### src/rtl/sfd_pkg.sv
package sfd_pkg;

    typedef enum logic [1:0] {
        DET_IDLE  = 2'd0,
        DET_RUN   = 2'd1,
        DET_FRAME = 2'd2
    } det_state_t;

    typedef enum logic [1:0] {
        FLT_IDLE    = 2'd0,
        FLT_COLLECT = 2'd1,
        FLT_DONE    = 2'd2
    } flt_state_t;

endpackage

### src/rtl/sfd_hunt.sv
module sfd_hunt
    import sfd_pkg::*;
#(
    parameter int PRE_MIN = 8
) (
    input  logic clk,
    input  logic rst_n,
    input  logic rx_en,
    input  logic rx_bit,
    output logic in_frame
);
    localparam int RUN_W = $clog2(PRE_MIN + 1);
    localparam logic [RUN_W-1:0] RUN_MAX = RUN_W'(PRE_MIN);
    localparam logic [RUN_W-1:0] RUN_ONE = RUN_W'(1);

    det_state_t state_q, state_d;
    logic             last_q;
    logic [RUN_W-1:0] run_q, run_d;

    // next-state decision
    always_comb begin
        state_d = state_q;
        run_d   = run_q;
        unique case (state_q)
            DET_IDLE: begin
                if (rx_en) begin
                    state_d = DET_RUN;
                    run_d   = RUN_ONE;
                end
            end
            DET_RUN: begin
                if (!rx_en) begin
                    state_d = DET_IDLE;
                end else if (rx_bit == last_q) begin
                    if (rx_bit && run_q >= RUN_MAX) begin
                        state_d = DET_FRAME;
                    end else begin
                        run_d = RUN_ONE;
                    end
                end else if (run_q < RUN_MAX) begin
                    run_d = run_q + RUN_ONE;
                end
            end
            DET_FRAME: begin
                if (!rx_en) begin
                    state_d = DET_IDLE;
                end
            end
            default: state_d = DET_IDLE;
        endcase
    end

    // state register
    always_ff @(posedge clk or negedge rst_n) begin
        if (!rst_n) begin
            state_q <= DET_IDLE;
            run_q   <= '0;
            last_q  <= 1'b0;
        end else begin
            state_q <= state_d;
            run_q   <= run_d;
            if (rx_en) begin
                last_q <= rx_bit;
            end
        end
    end

    // outputs
    always_comb begin
        in_frame = (state_q == DET_FRAME);
    end


    frame_needs_two_ones_chk: assert property (@(posedge clk) disable iff (!rst_n)
        $rose(in_frame) |-> ($past(rx_en) && $past(rx_bit) && $past(last_q)));


    frame_ends_on_idle_chk: assert property (@(posedge clk) disable iff (!rst_n)
        !rx_en |=> !in_frame);

endmodule

### src/rtl/sfd_strobe_gen.sv
module sfd_strobe_gen #(
    parameter int BYTE_BITS = 8
) (
    input  logic clk,
    input  logic rst_n,
    input  logic data_sample,
    input  logic rx_bit,
    input  logic tx_active,
    output logic ser_data,
    output logic ser_valid,
    output logic byte_strobe
);
    localparam int HALF  = BYTE_BITS / 2;
    localparam int PH_W  = $clog2(BYTE_BITS);
    localparam logic [PH_W-1:0] PH_LAST = PH_W'(BYTE_BITS - 1);
    localparam logic [PH_W-1:0] PH_HALF = PH_W'(HALF);

    logic [PH_W-1:0] phase_q;
    logic            strobe_d;

    always_comb begin
        strobe_d = data_sample && !tx_active && (phase_q < PH_HALF);
    end

    always_ff @(posedge clk or negedge rst_n) begin
        if (!rst_n) begin
            phase_q     <= '0;
            ser_data    <= 1'b0;
            ser_valid   <= 1'b0;
            byte_strobe <= 1'b0;
        end else if (data_sample) begin
            phase_q     <= (phase_q == PH_LAST) ? '0 : phase_q + PH_W'(1);
            ser_data    <= rx_bit;
            ser_valid   <= 1'b1;
            byte_strobe <= strobe_d;
        end else begin
            phase_q     <= '0;
            ser_data    <= 1'b0;
            ser_valid   <= 1'b0;
            byte_strobe <= 1'b0;
        end
    end


    strobe_quiet_tx_chk: assert property (@(posedge clk) disable iff (!rst_n)
        tx_active |=> !byte_strobe);


    strobe_rise_with_data_chk: assert property (@(posedge clk) disable iff (!rst_n)
        $rose(byte_strobe) |-> ser_valid);


    outputs_clear_gap_chk: assert property (@(posedge clk) disable iff (!rst_n)
        !data_sample |=> (!ser_valid && !byte_strobe));

endmodule

### src/rtl/sfd_addr_filter.sv
module sfd_addr_filter
    import sfd_pkg::*;
#(
    parameter int ADDR_BITS = 48
) (
    input  logic                 clk,
    input  logic                 rst_n,
    input  logic                 data_sample,
    input  logic                 rx_bit,
    input  logic                 ext_reject,
    input  logic [ADDR_BITS-1:0] station_addr,
    output logic                 frame_accept,
    output logic                 frame_reject
);
    localparam int CNT_W = $clog2(ADDR_BITS + 1);
    localparam logic [CNT_W-1:0] CNT_LAST = CNT_W'(ADDR_BITS - 1);

    flt_state_t state_q, state_d;
    logic [CNT_W-1:0]     cnt_q;
    logic [ADDR_BITS-1:0] addr_q, addr_d;
    logic                 last_bit, hit;

    always_comb begin
        addr_d   = {rx_bit, addr_q[ADDR_BITS-1:1]};
        last_bit = (cnt_q == CNT_LAST);
        hit      = (addr_d == station_addr) || (&addr_d);
    end

    // next-state decision
    always_comb begin
        state_d = state_q;
        if (!data_sample) begin
            state_d = FLT_IDLE;
        end else begin
            unique case (state_q)
                FLT_IDLE:    state_d = FLT_COLLECT;
                FLT_COLLECT: state_d = last_bit ? FLT_DONE : FLT_COLLECT;
                FLT_DONE:    state_d = FLT_DONE;
                default:     state_d = FLT_IDLE;
            endcase
        end
    end

    // state register and datapath
    always_ff @(posedge clk or negedge rst_n) begin
        if (!rst_n) begin
            state_q <= FLT_IDLE;
            cnt_q   <= '0;
            addr_q  <= '0;
        end else begin
            state_q <= state_d;
            if (!data_sample) begin
                cnt_q <= '0;
            end else if (state_q != FLT_DONE) begin
                addr_q <= addr_d;
                if (!last_bit) begin
                    cnt_q <= cnt_q + CNT_W'(1);
                end
            end
        end
    end

    // outputs
    always_ff @(posedge clk or negedge rst_n) begin
        if (!rst_n) begin
            frame_accept <= 1'b0;
            frame_reject <= 1'b0;
        end else begin
            frame_accept <= 1'b0;
            frame_reject <= 1'b0;
            if (data_sample && state_q != FLT_DONE && last_bit) begin
                frame_accept <= hit && !ext_reject;
                frame_reject <= !hit || ext_reject;
            end
        end
    end


    decision_exclusive_chk: assert property (@(posedge clk) disable iff (!rst_n)
        !(frame_accept && frame_reject));


    decision_single_cycle_chk: assert property (@(posedge clk) disable iff (!rst_n)
        (frame_accept || frame_reject) |=> !(frame_accept || frame_reject));


    ext_reject_wins_chk: assert property (@(posedge clk) disable iff (!rst_n)
        frame_accept |-> !$past(ext_reject));

endmodule

### src/rtl/sfd_strobe_top.sv
module sfd_strobe_top #(
    parameter int PRE_MIN   = 8,
    parameter int BYTE_BITS = 8,
    parameter int ADDR_BITS = 48
) (
    input  logic                 clk,
    input  logic                 rst_n,
    input  logic                 rx_en,
    input  logic                 rx_bit,
    input  logic                 tx_active,
    input  logic                 ext_reject,
    input  logic [ADDR_BITS-1:0] station_addr,
    output logic                 ser_data,
    output logic                 ser_valid,
    output logic                 byte_strobe,
    output logic                 frame_accept,
    output logic                 frame_reject
);
    logic in_frame;
    logic data_sample;

    always_comb begin
        data_sample = rx_en && in_frame;
    end

    sfd_hunt #(.PRE_MIN(PRE_MIN)) u_hunt (
        .clk      (clk),
        .rst_n    (rst_n),
        .rx_en    (rx_en),
        .rx_bit   (rx_bit),
        .in_frame (in_frame)
    );

    sfd_strobe_gen #(.BYTE_BITS(BYTE_BITS)) u_strobe (
        .clk         (clk),
        .rst_n       (rst_n),
        .data_sample (data_sample),
        .rx_bit      (rx_bit),
        .tx_active   (tx_active),
        .ser_data    (ser_data),
        .ser_valid   (ser_valid),
        .byte_strobe (byte_strobe)
    );

    sfd_addr_filter #(.ADDR_BITS(ADDR_BITS)) u_filter (
        .clk          (clk),
        .rst_n        (rst_n),
        .data_sample  (data_sample),
        .rx_bit       (rx_bit),
        .ext_reject   (ext_reject),
        .station_addr (station_addr),
        .frame_accept (frame_accept),
        .frame_reject (frame_reject)
    );


    no_decision_outside_frame_chk: assert property (@(posedge clk) disable iff (!rst_n)
        (frame_accept || frame_reject) |-> $past(data_sample));

endmodule

### config.mk
export PLATFORM = sky130hd
export DESIGN_NAME = sfd_strobe_top
export DESIGN_NICKNAME = d
export VERILOG_FILES = /design/src/rtl/sfd_pkg.sv /design/src/rtl/sfd_hunt.sv /design/src/rtl/sfd_strobe_gen.sv /design/src/rtl/sfd_addr_filter.sv /design/src/rtl/sfd_strobe_top.sv
export SDC_FILE = /design/constraint.sdc
export NUM_CORES = 1
export LEC_CHECK = 0
export BUFFER_PORTS_ARGS = -buffer_cell sky130_fd_sc_hd__buf_4
export CORE_MARGIN = 3
export CORE_UTILIZATION = 39
export CTS_BUF_LIST = sky130_fd_sc_hd__clkbuf_8
export CTS_CLUSTER_SIZE = 14
export DETAILED_ROUTE_END_ITERATION = 6
export PLACE_DENSITY = 0.58
export SETUP_SLACK_MARGIN = 0.4
export SLEW_MARGIN = 20
export SYNTH_ARGS = -nofsm -noshare
export SYNTH_HDL_FRONTEND = slang
export SYNTH_HIERARCHICAL = 1
export SYNTH_SLANG_ARGS = --single-unit
export TNS_END_PERCENT = 10
### constraint.sdc
create_clock -name clk -period 2.8 [get_ports clk]
set_input_delay 0.56 -clock clk [delete_from_list [all_inputs] [get_ports clk]]
set_output_delay 0.56 -clock clk [all_outputs]
set_load 0.01 [all_outputs]
Word level (Yosys, flattened, before mapping)
Cells that the tools add are included.
Widths: inputs -> output; s select.
{"block": "totals", "reg_bits": 71, "in_bits": 54}
{"block": "classes", "add_sub_neg": 3, "magnitude_cmp": 3, "eq_ne": 18, "n_mux": 25, "n_reduce_logical": 20}
{"cell": "$eq 48x48->1", "count": 1}
{"cell": "$reduce_and 48->1", "count": 1}
{"cell": "$mux 4", "count": 5}
{"cell": "$mux 6", "count": 3}
{"cell": "$mux 2", "count": 7}
{"cell": "$ne 2x2->1 const B", "count": 6}
{"cell": "$pmux 2 s3", "count": 2}
{"cell": "$pmux 4 s2", "count": 1}
{"cell": "$logic_and 1x1->1", "count": 7}
{"cell": "$add 6x1->6 const B", "count": 1}
{"cell": "$eq 6x6->1 const B", "count": 1}
{"cell": "$mux 3", "count": 2}
{"cell": "$ne 3x2->1 const B", "count": 2}
{"cell": "$mux 1", "count": 5}
{"cell": "$reduce_and 5->1", "count": 1}
{"cell": "$add 4x1->4 const B", "count": 1}
{"cell": "$eq 2x1->1 const B", "count": 2}
{"cell": "$eq 2x2->1 const B", "count": 2}
{"cell": "$ge 4x4->1 const B", "count": 1}
{"cell": "$logic_not 2->1", "count": 2}
{"cell": "$lt 4x4->1 const B", "count": 1}
{"cell": "$reduce_and 2->1", "count": 2}
{"cell": "$reduce_and 4->1", "count": 1}
{"cell": "$add 3x1->3 const B", "count": 1}
{"cell": "other kinds (8)", "count": 11}

Depth between registers and ports, before layout
{"block": "logic_depth", "ltp_word": 6, "depth_mapped": 6}

By module
Netlist, hierarchy kept.
{"module": "sfd_addr_filter", "instances": 1, "cells_each": 225, "area_per_inst_um2": 2827.7}
{"module": "sfd_hunt", "instances": 1, "cells_each": 29, "area_per_inst_um2": 356.6}
{"module": "sfd_strobe_gen", "instances": 1, "cells_each": 13, "area_per_inst_um2": 222.7}
{"module": "sfd_strobe_top", "instances": 1, "cells_each": 1, "area_per_inst_um2": 6.3}

Least setup slack after synthesis
OpenSTA, ideal clock, no wires.
{"block": "synth_path", "kind": "in2reg", "start": "in rx_en", "end": "reg u_filter.addr_q[10]", "setup_time_ps": 125, "arrival_ps": 1635, "slack_ps": 1041, "path_stages": 5, "cell_sequence": "and2_1 -> nand2_1 -> buf_2 -> buf_2 -> mux2_2"}
{"block": "synth_via", "elab_chain_cells": 2}
{"item": "from (decl)", "line_no": "sfd_strobe_top.sv:8", "rtl": "input logic rx_en,"}
{"item": "$logic_and 1x1->1", "line_no": "sfd_strobe_top.sv:23", "rtl": "data_sample = rx_en && in_frame;"}
{"item": "$reduce_and 2->1 (no source line)"}
{"item": "to (signal assigned)", "line_no": "sfd_addr_filter.sv:55", "rtl": "addr_q <= addr_d;"}
{"item": "to (decl)", "line_no": "sfd_addr_filter.sv:20", "rtl": "logic [ADDR_BITS-1:0] addr_q, addr_d;"}
No other way between the ends.
A chain may end at the register's enable or synchronous reset.

Worst setup path in the final report
{"block": "layout_path", "start": "reg u_filter.addr_q[17]", "end": "reg u_filter.frame_accept"}
{"block": "layout_via", "elab_chain_cells": 4}
{"item": "$eq 48x48->1 or $reduce_and 48->1 (tied branches)", "line_no": "sfd_addr_filter.sv:26", "rtl": "hit = (addr_d == station_addr) || (&addr_d);"}
{"item": "$logic_or 1x1->1 *", "line_no": "sfd_addr_filter.sv:26"}
{"item": "$logic_and 1x1->1 *", "line_no": "sfd_addr_filter.sv:72", "rtl": "frame_accept <= hit && !ext_reject;"}
{"item": "$mux 1 *", "line_no": "sfd_addr_filter.sv:71", "rtl": "if (data_sample && state_q != FLT_DONE && last_bit) begin"}
{"item": "to (signal assigned)", "line_no": "sfd_addr_filter.sv:72"}
{"item": "to (decl)", "line_no": "sfd_addr_filter.sv:12", "rtl": "output logic frame_accept,"}
Every way passes the cells marked *; elsewhere a longest branch is shown, timed or not.

==> impl_results.md <==
- Outcome: finished clean
- H-tree lvl count: 3
- Tot Pwr: 0.00207 W
- CP peak stage delay: 430 ps
- Post-Synthesis Cells: 268
- Yosys reg bits: 70
- DP Wirelength: 5.51 mm
- Total grt overflow: 0
- Area share of fa/ha/maj cells after synthesis: 1.47%
- Clk sinks: 70
- GR Util All Layers: 16.3%
- Initial antenna violation count: 0
- Diode count: 0
- Die Ht: 99.6 µm
- I/O pin total: 59
- Num CTS Buffers: 9
- Worst slew pin tran: 889 ps
- Final ANT Viol Nets: 0
- Post-route minimum period: 1920 ps
- Multiplexer share of the synthesized area: 16.4%
- Final setup vio count: 0
- Complex-gate fraction of the synthesized area: 2.31%
- Worst Skew: 10.2 ps
- Detailed Route WL: 7.55 mm
- Clk buf depth: 2
- Crit Path Category: reg -> reg
- Drt pass-1 iters: 4
- Synth warn: 6
- Crit path required time: 3080 ps
- Final Max Slew Viols: 0
- Postcts setup bufs: 0
- Post-Synth XOR/XNOR Area: 13.6%
- Clock Tree Root: clkbuf_8
- CP cell instances: xnor2_1 -> nand4_1 -> or3_1 -> nor4_1 -> o21ba_1
- Register area share after synthesis: 51.3%
- Num rows: 33
- Hold_buf cts: 0
- Reg2reg path depth: 5
- Fill cells: 771
- CTS tree: done
- Clk slew on worst S/H paths: 70 ps
- First-pass GRT wire length: 12.2 mm
- Yosys cell types: 36
- Core area: 0.00834 mm²
- Vias: 2244
- Max Cap Viol: 0
- Port bufs: 58
- Fin Setup TNS: 0 ps
- Initial DRC count: 94
- Die footprint: 0.00991 mm²
- Crit end category: flop
- Clk_lat worst skew: 350 ps
- Post-cts resize count: 0
- DRC Markers: 0
- DR WL/cell: 17.0 µm
- Initial Utilization: 40.9%
- Hold Crit Class: in -> async
- Fmax: 0.522 GHz
- GPL Wtd Cong: 0.772
- Startpoint Class: flop
- EDFF count, synth: 0
- Final Hold Viols: 0
- Critical path arrival: 2200 ps
- Power density cells: 492 mW/mm²
- Peak VDD IR: 314 µV
- Mapped Area: 0.00341 mm²
- Max_slew headroom: 40.7%
- Drt via density: 5.05
- RSZ-0062 raised after global routing: no
- Asr flop ratio synth: 100%
- Largest net degree at the start of global routing: 71
- Crit-path max FO: 4
- Main synth FF type: dfrtp_1
- Total Nets Final: 392
- Synthesized area per cell: 12.7 µm²
- Syn_nets: 326
- Area delta synth->final: 23.1%
- Static Leak: 2.14 nW
- Fin crit share: 68.4%
- Max stage delay cell, worst path: dfrtp_1
- Vias in the first global route: 2401
- Main combinational cell family by area after synthesis: multiplexers
- Die width: 99.6 µm
- Share of layout cells above drive strength 1: 39.2%
- Synth Area in Simple Gates: 14.0%
[cells by family after synthesis]
group | count (synthesis)
buffers and inverters | 6
AND/OR/NAND/NOR | 75
multiplexers | 50
AO/OA/AOI/OAI | 10
XOR/XNOR | 53
adder cells (fa/ha/maj) | 4
flip-flops | 70
[power by group]
part / internal, W / total (W) / switching, W
clock: 0.000517 / 0.000889 / 0.000373
combinational: 0.0000794 / 0.000149 / 0.0000691
sequential: 0.00102 / 0.00103 / 0.00000856
[flip-flops by register name, summed over array words and instances, names as in the netlist]
register and cells:
u_strobe/byte_strobe 1, u_strobe/phase_q 3, u_filter/frame_reject 1, u_hunt/last_q 1, u_filter/frame_accept 1, u_hunt/run_q 4
u_filter/addr_q 47, u_strobe/ser_data 1, u_filter/state_q 2, u_filter/cnt_q 6, u_hunt/state_q 2, u_strobe/ser_valid 1
[worst paths after layout]
kind / from / endpoint / slack, ps
worst max-delay path: u_filter/addr_q[17] / u_filter/frame_accept / 880
worst max register to register: u_filter/addr_q[17] / u_filter/frame_accept / 880
worst min register to register: u_strobe/phase_q[0] / u_strobe/phase_q[0] / 450
max in group asynchronous: rst_n / u_hunt/run_q[1] / 1890
worst min-delay path: rst_n / u_filter/addr_q[18] / 330
min in group clk: tx_active / u_strobe/byte_strobe / 360
[synth_stat cells, types with 2 or more instances]
| library cell | instances | share of area, % |
|---|---|---|
| dfrtp_1 | 70 | 51 |
| mux2_2 | 48 | 16 |
| xor2_1 | 46 | 12 |
| nand4_1 | 14 | 2.6 |
| nor4_1 | 12 | 2.2 |
| xnor2_1 | 7 | 1.8 |
| and2_1 | 6 | 1.1 |
| nand3_1 | 6 | 0.88 |
| buf_2 | 5 | 0.73 |
| nand2_1 | 5 | 0.55 |
| nor2_1 | 5 | 0.55 |
| ha_1 | 4 | 1.5 |
| nor2b_1 | 4 | 0.73 |
| nor3_1 | 4 | 0.59 |
| and2_2 | 3 | 0.66 |
| nand2b_1 | 3 | 0.55 |
| or3_1 | 3 | 0.55 |
| mux2i_1 | 2 | 0.59 |
| nor3b_2 | 2 | 0.73 |
| nor4_2 | 2 | 0.73 |
| o21ai_0 | 2 | 0.29 |
[layout make-up]
| class | count | area (µm²) | share of cell area [%] |
|---|---|---|---|
| clock buffer | 10 | 138 | 3.28 |
| tap | 105 | 131 | 3.13 |
| inverter | 1 | 3.75 | 0.0894 |
| timing repair buffer | 60 | 463 | 11.0 |
| multi-input combinational | 192 | 1640 | 38.9 |
| clock inverter | 6 | 77.6 | 1.85 |
| sequential | 70 | 1750 | 41.7 |
[routing by layer]
| layer | up-vias | global-route usage [%] | wire (µm) |
|---|---|---|---|
| met3 | 10 | 4.07 | 288 |
| met2 | 41 | 26.6 | 3800 |
| met5 | - | 0 | 0 |
| met4 | 0 | 5.99 | 104 |
| met1 | 1099 | 20.9 | 3350 |
| li1 | 1094 | - | - |
[cell usage in the layout (no fill, tap or decap), types with 2 or more instances in the layout]
| cell type | n |
|---|---|
| dfrtp_1 | 70 |
| buf_4 | 59 |
| mux2_2 | 48 |
| xor2_1 | 46 |
| nand4_1 | 14 |
| nor4_1 | 12 |
| clkbuf_8 | 10 |
| xnor2_1 | 7 |
| and2_1 | 6 |
| nand3_1 | 6 |
| nor2_1 | 5 |
| nand2_1 | 4 |
| nor3_1 | 4 |
| nor2b_1 | 4 |
| ha_1 | 4 |
| inv_1 | 3 |
| nand2b_1 | 3 |
| or3_1 | 3 |
| and2_2 | 3 |
| clkinv_2 | 2 |
| bufinv_16 | 2 |
| o21ai_0 | 2 |
| nor4_2 | 2 |
| mux2i_1 | 2 |
| nor3b_2 | 2 |
[worst max-delay path, delay by kind of cell (launching register included)]
| kind | cells | cell delay [ps] |
|---|---|---|
| AOI/OAI and AO/OA | 1 | 200 |
| xor gates and xnor gates | 1 | 320 |
| DFF | 1 | 430 |
| and+or+nand+nor | 3 | 900 |
[stage by stage]
step / setup slack [ps] / hold WS (ps) / instance area [µm²] / util [%] / instances
4_1_cts: 841 / 331 / 4200 / 50.4 / 444
3_3_place_gp: 664 / 444 / 3990 / 47.8 / 428
6_report: 885 / 328 / 4200 / 50.4 / 444
5_1_grt: 777 / 346 / 4200 / 50.4 / 444
3_5_place_dp: 601 / 442 / 3990 / 47.8 / 428
2_1_floorplan: 1040 / 264 / 3410 / - / 268
Power figures use the tool's default switching activity.
